**src/rtl/sbs_pkg.sv**
```systemverilog
package sbs_pkg;

  typedef enum logic [2:0] {
    OP_HOLD,
    OP_DESEL,
    OP_IDLE_ON,
    OP_LOAD_RD,
    OP_LOAD_WR,
    OP_NEXT
  } sbs_op_e;

endpackage

```
**src/rtl/sbs_op_decode.sv**
```systemverilog
module sbs_op_decode
  import sbs_pkg::*;
(
  input  logic    cen_n,
  input  logic    sleep,
  input  logic    ce1_n,
  input  logic    ce2,
  input  logic    ce3_n,
  input  logic    adv_ld,
  input  logic    we_n,
  input  logic    busy_q,
  output sbs_op_e op
);

  logic edge_on;
  logic picked;

  assign edge_on = !cen_n && !sleep;
  assign picked  = !ce1_n && ce2 && !ce3_n;

  always_comb begin
    op = OP_HOLD;
    if (edge_on) begin
      if (!adv_ld) begin
        if (!picked)    op = OP_DESEL;
        else if (we_n)  op = OP_LOAD_RD;
        else            op = OP_LOAD_WR;
      end else begin
        op = busy_q ? OP_NEXT : OP_IDLE_ON;
      end
    end
  end

endmodule

```
**src/rtl/sbs_burst_step.sv**
```systemverilog
module sbs_burst_step #(
  parameter int ADDR_W  = 6,
  parameter int BURST_W = 2
) (
  input  logic [ADDR_W-1:0] cur_addr,
  output logic [ADDR_W-1:0] nxt_addr
);

  logic [BURST_W-1:0] low_inc;

  assign low_inc  = cur_addr[BURST_W-1:0] + 1'b1;
  assign nxt_addr = {cur_addr[ADDR_W-1:BURST_W], low_inc};

endmodule

```
**src/rtl/sbs_lane_array.sv**
```systemverilog
module sbs_lane_array #(
  parameter int ADDR_W = 6,
  parameter int LANES  = 4,
  parameter int LANE_W = 9
) (
  input  logic                    clk,
  input  logic                    wr_go,
  input  logic [LANES-1:0]        wr_lanes,
  input  logic [ADDR_W-1:0]       wr_addr,
  input  logic [LANES*LANE_W-1:0] wr_data,
  input  logic [ADDR_W-1:0]       rd_addr,
  output logic [LANES*LANE_W-1:0] rd_data
);

  localparam int DEPTH = 1 << ADDR_W;

  for (genvar g = 0; g < LANES; g++) begin : g_lane
    logic [LANE_W-1:0] cells [DEPTH];

    always_ff @(posedge clk) begin
      if (wr_go && wr_lanes[g]) begin
        cells[wr_addr] <= wr_data[g*LANE_W +: LANE_W];
      end
    end

    assign rd_data[g*LANE_W +: LANE_W] = cells[rd_addr];
  end

endmodule

```
**src/rtl/sync_burst_sram.sv**
```systemverilog
module sync_burst_sram
  import sbs_pkg::*;
#(
  parameter int ADDR_W  = 6,
  parameter int LANES   = 4,
  parameter int LANE_W  = 9,
  parameter int BURST_W = 2
) (
  input  logic                    clk,
  input  logic                    rst_n,
  input  logic                    ce1_n,
  input  logic                    ce2,
  input  logic                    ce3_n,
  input  logic                    adv_ld,
  input  logic                    we_n,
  input  logic [LANES-1:0]        bw_n,
  input  logic                    oe_n,
  input  logic                    cen_n,
  input  logic                    sleep,
  input  logic [ADDR_W-1:0]       addr,
  input  logic [LANES*LANE_W-1:0] din,
  output logic [LANES*LANE_W-1:0] dout,
  output logic                    dout_en
);

  localparam int WORD_W = LANES * LANE_W;

  sbs_op_e           op;
  logic              busy_q, busy_d;
  logic              isw_q, isw_d;
  logic [ADDR_W-1:0] ptr_q, ptr_d, ptr_step;
  logic              pend_q, pend_d;
  logic [LANES-1:0]  plane_q, plane_d;
  logic [ADDR_W-1:0] paddr_q, paddr_d;
  logic              commit;

  sbs_op_decode u_dec (
    .cen_n  (cen_n),
    .sleep  (sleep),
    .ce1_n  (ce1_n),
    .ce2    (ce2),
    .ce3_n  (ce3_n),
    .adv_ld (adv_ld),
    .we_n   (we_n),
    .busy_q (busy_q),
    .op     (op)
  );

  sbs_burst_step #(.ADDR_W(ADDR_W), .BURST_W(BURST_W)) u_step (
    .cur_addr (ptr_q),
    .nxt_addr (ptr_step)
  );

  assign commit = (op != OP_HOLD) && pend_q;

  sbs_lane_array #(.ADDR_W(ADDR_W), .LANES(LANES), .LANE_W(LANE_W)) u_arr (
    .clk      (clk),
    .wr_go    (commit),
    .wr_lanes (plane_q),
    .wr_addr  (paddr_q),
    .wr_data  (din),
    .rd_addr  (ptr_q),
    .rd_data  (dout)
  );

  always_comb begin
    busy_d  = busy_q;
    isw_d   = isw_q;
    ptr_d   = ptr_q;
    pend_d  = pend_q;
    plane_d = plane_q;
    paddr_d = paddr_q;
    unique case (op)
      OP_DESEL:   busy_d = 1'b0;
      OP_LOAD_RD: begin busy_d = 1'b1; isw_d = 1'b0; ptr_d = addr; end
      OP_LOAD_WR: begin busy_d = 1'b1; isw_d = 1'b1; ptr_d = addr; end
      OP_NEXT:    ptr_d = ptr_step;
      default:    ;
    endcase
    if (op != OP_HOLD) begin
      pend_d  = busy_d && isw_d;
      plane_d = ~bw_n;
      paddr_d = ptr_d;
    end
  end

  always_ff @(posedge clk or negedge rst_n) begin
    if (!rst_n) begin
      busy_q  <= 1'b0;
      isw_q   <= 1'b0;
      ptr_q   <= '0;
      pend_q  <= 1'b0;
      plane_q <= '0;
      paddr_q <= '0;
    end else begin
      busy_q  <= busy_d;
      isw_q   <= isw_d;
      ptr_q   <= ptr_d;
      pend_q  <= pend_d;
      plane_q <= plane_d;
      paddr_q <= paddr_d;
    end
  end

  assign dout_en = rst_n && busy_q && !isw_q && !oe_n && !sleep;

endmodule

```
**config.mk**
```make
export PLATFORM = sky130hd
export DESIGN_NAME = sync_burst_sram
export DESIGN_NICKNAME = d
export VERILOG_FILES = /design/src/rtl/sbs_pkg.sv /design/src/rtl/sbs_op_decode.sv /design/src/rtl/sbs_burst_step.sv /design/src/rtl/sbs_lane_array.sv /design/src/rtl/sync_burst_sram.sv
export SDC_FILE = /design/constraint.sdc
export NUM_CORES = 2
export LEC_CHECK = 0
export BUFFER_PORTS_ARGS = -buffer_cell sky130_fd_sc_hd__buf_2
export CAP_MARGIN = 20
export CELL_PAD_IN_SITES_DETAIL_PLACEMENT = 1
export CELL_PAD_IN_SITES_GLOBAL_PLACEMENT = 2
export CORE_MARGIN = 2
export CORE_UTILIZATION = 47
export DETAILED_ROUTE_END_ITERATION = 16
export GPL_TIMING_DRIVEN = 0
export HOLD_SLACK_MARGIN = 0.1
export PLACE_DENSITY = 0.8
export SETUP_SLACK_MARGIN = 0.5
export SLEW_MARGIN = 30
export SYNTH_ARGS = -nofsm -noshare
export SYNTH_HDL_FRONTEND = slang
export SYNTH_SLANG_ARGS = --single-unit
```
**constraint.sdc**
```tcl
create_clock -name clk -period 3.6 [get_ports clk]
set_input_delay 0.72 -clock clk [delete_from_list [all_inputs] [get_ports clk]]
set_output_delay 0.72 -clock clk [all_outputs]
set_load 0.02 [all_outputs]
```
==> metrics.cfg <==
[status]
outcome=finished with violations
violations=setup timing

[timing]
finalClockSkew_ns=0.0678
tns_ns=-35.56
period_share_pct=136
finalSetupViolCount=36
clock.fmax_mhz=205
relSlewSlack_pct=9.97
setup_slack_ns=-1.28
finalCriticalPeriod_ns=4.88
rsz0062_at_grt=yes
worstMarginPinSlew_ns=1.35
drv_slew=0
hold_viol=0

[synth]
synth_xor_area_share_pct=0
syn_nets=3998
synth_fa_ha_area_share_pct=0
synth_ff_type=edfxtp_1
syn_avg_cell_area_um2=22.4
yosysWarnings=0
synth-simple-area-share_pct=2.67
ys_ff_latch=2323
async_reset_ff_share_pct=0.818
synthMuxAreaShare_pct=14.8
synth_compound_area_share_pct=2.57
netlist_instances=3942
yosys.cell_types.count=36
synth-edff-count=2304
synth_area_mm2=0.0883
synth_top_family_by_area=multiplexers
yosysSeqAreaShare_pct=78.9

[routing]
ant_nets=0
vias=45900
routed_wirelength_um=272000
drtIter0Drc=6742
wl_per_cell_um=38.4
drc=0
drtPass1Iterations=5
vias_per_cell=6.48

[die]
ioPinCount=93
die_w_um=437
num_rows=159
core_mm2=0.187
fp.dieH_um=437
dieArea_mm2=0.191
initial_core_util_pct=47.2

[setup_path]
slowest_delay_ns=0.64
cp_top_family=simple AND/OR/NAND/NOR gates
critical_path_depth=10
crit_slowest_cell=nand4_1
path_max_fanout=7
cp_num_buf_inv=6
startpoint_type=flop
path_class=reg2out
critPathRequiredTime_ns=2.88
path_cells=buf_8 -> buf_4 -> buf_12 -> buf_16 -> buf_4 -> mux4_2 -> a22oi_2 -> nand4_1 -> or2_4 -> buf_6
crit_top_cell=buf_4
reg2reg_depth=5
arrival_ns=4.16
critPathCaptureType=output pin

[place]
io_buffers=92
gp_congestion=0.923
dp_cells=6538
hpwlAfterDp_um=179000
place_area_mm2=0.0924

[power_and_ir_drop]
comb_power_share_pct=12.2
ir_drop_mv=0.629
power_density_mw_per_mm2=592
leakagePower_nw=31.2
seq_power_share_pct=48.6
power_w=0.0612
clockPowerShare_pct=39.2
switching_share_pct=24.6
switching_power_w=0.0151
p_int_w=0.0462

[global_route]
overflow=0
grtUsageTotal_pct=28.3
grt_max_degree=65
antenna_found_initial=13
first_global_vias=46600
grt_pass1_wl_um=374000

[clock_network]
clockBufferDepth=3
htree_levels=4
clock-sinks=2323
cts_tree=yes
clkTransAtPathRegs_ns=0.07
cts-root-buf=clkbuf_16
clkLatencyLatePin_ns=0.91
numCtsBuffers=222

[layout]
final_cells=7080
layout_common_cells=2304 x edfxtp_1, 574 x mux4_2, 225 x clkbuf_16, 188 x a22oi_1, 183 x nor2_2
final_area_mm2=0.103
final_nets=4430
final_common_cell=edfxtp_1
syn_to_final_growth_pct=17.2
drive_above_1_share_pct=36.7

[hold_path]
hold_depth=2
hold_path.class=in2reg

[flow_run]
max_cap_viol_count=0

cell type report:
type                       instances  area [um2]
fill                           15800       83800
sequential                      2323       69700
multi-input combinational       1396       19200
clock buffer                     266        5720
tap                             2495        3120
timing repair buffer             208        2020
buffer                           223        2010
clock inverter                   152        1710
antenna                           17        42.5
worst paths after layout:
kind                       slack [ns]                                endpoint                    from
min reg2reg                      0.53                  plane_q[2]$_DFFE_PN0P_  plane_q[2]$_DFFE_PN0P_
max in group asynchronous        2.85                  paddr_q[3]$_DFFE_PN0P_                   rst_n
max reg2reg                      0.17  u_arr.g_lane[3].cells[37][0]$_DFFE_PP_  paddr_q[2]$_DFFE_PN0P_
max                             -1.28                                dout[14]      ptr_q[0]$_DFF_PN0_
min                              0.15                  plane_q[2]$_DFFE_PN0P_                 bw_n[2]
min in group asynchronous        0.36                  paddr_q[2]$_DFFE_PN0P_                   rst_n
Yosys cell counts (2+ instances only):
| library cell | instances | area [um2] |
|---|---|---|
| nor3_1 | 2 | 10.0 |
| and3b_1 | 2 | 17.5 |
| nor3b_1 | 6 | 45.0 |
| o221a_2 | 2 | 22.5 |
| buf_6 | 3 | 33.8 |
| a21oi_1 | 2 | 10.0 |
| nor4b_2 | 2 | 30.0 |
| nand3_1 | 7 | 35.0 |
| a22oi_1 | 288 | 2160 |
| nand2_1 | 91 | 342 |
| mux2i_1 | 4 | 40.0 |
| nor3b_2 | 6 | 75.1 |
| and3_1 | 2 | 12.5 |
| nand2b_1 | 3 | 18.8 |
| clkbuf_1 | 143 | 537 |
| edfxtp_1 | 2304 | 69200 |
| nor3_2 | 4 | 40.0 |
| nand4_1 | 71 | 444 |
| buf_2 | 59 | 295 |
| mux4_2 | 574 | 12900 |
| buf_4 | 10 | 75.1 |
| or2_1 | 36 | 225 |
| o21ai_0 | 8 | 40.0 |
| nor2_1 | 271 | 1020 |
| mux2_2 | 6 | 67.6 |
| buf_1 | 8 | 30.0 |
| dfrtp_1 | 19 | 475 |
cell families after synthesis:
| kind of cell | Yosys count |
|---|---|
| flops | 2323 |
| mux | 584 |
| simple gates | 508 |
| compound gates | 304 |
| buf+inv | 223 |
through the flow:
stage | hold slack [ns] | setup slack, ns | util (%)
6_report | 0.147 | -1.28 | 55.3
5_1_grt | 0.147 | -1.22 | 55.3
4_1_cts | 0.123 | -1.19 | 54.5
3_5_place_dp | 0.486 | -1.64 | 49.4
3_3_place_gp | 0.466 | -2.13 | 49.1
2_1_floorplan | 0.424 | 0.771 | -
flip-flops by register name, indices dropped and copies added (netlist names):
name	flops
plane_q	4
u_arr.g_lane.cells	2304
pend_q	1
isw_q	1
busy_q	1
paddr_q	6
ptr_q	6
power by group through the flow:
| stage | registers [W] | logic [W] | clock network (W) |
|---|---|---|---|
| after floorplan | 0.0303 | 0.00323 | 0 |
| after global placement | 0.0304 | 0.00596 | 0 |
| after detailed placement | 0.0303 | 0.00619 | 0 |
| after CTS | 0.0298 | 0.00694 | 0.0241 |
| after global routing | 0.0298 | 0.00763 | 0.0250 |
| final | 0.0298 | 0.00746 | 0.0240 |
worst register-to-register path, stage by stage (launching register included):
cell and delay (ns):
dfrtp_1 0.34, clkbuf_1 0.35, and3b_1 0.23, buf_1 0.72, nand2_1 0.63, nor2_2 0.73
per-layer routing:
metal | track usage (%) | share of wire (%) | vias up
met5 | 0 | 0.015 | -
li1 | - | - | 17600
met4 | 13.6 | 5.1 | 6
met2 | 43.0 | 47 | 2838
met1 | 38.7 | 38 | 24900
met3 | 6.95 | 10 | 509
repair_timing:
action	4_1_cts	5_1_grt
gates resized for setup	443	274
hold buffers	2	0
endpoints found under the setup margin	1673	1430
gates cloned	3	0
setup buffers	62	40
pin swaps	80	59
endpoints found under the hold margin	20	0
Note: power is estimated with default switching activity, not from simulation.
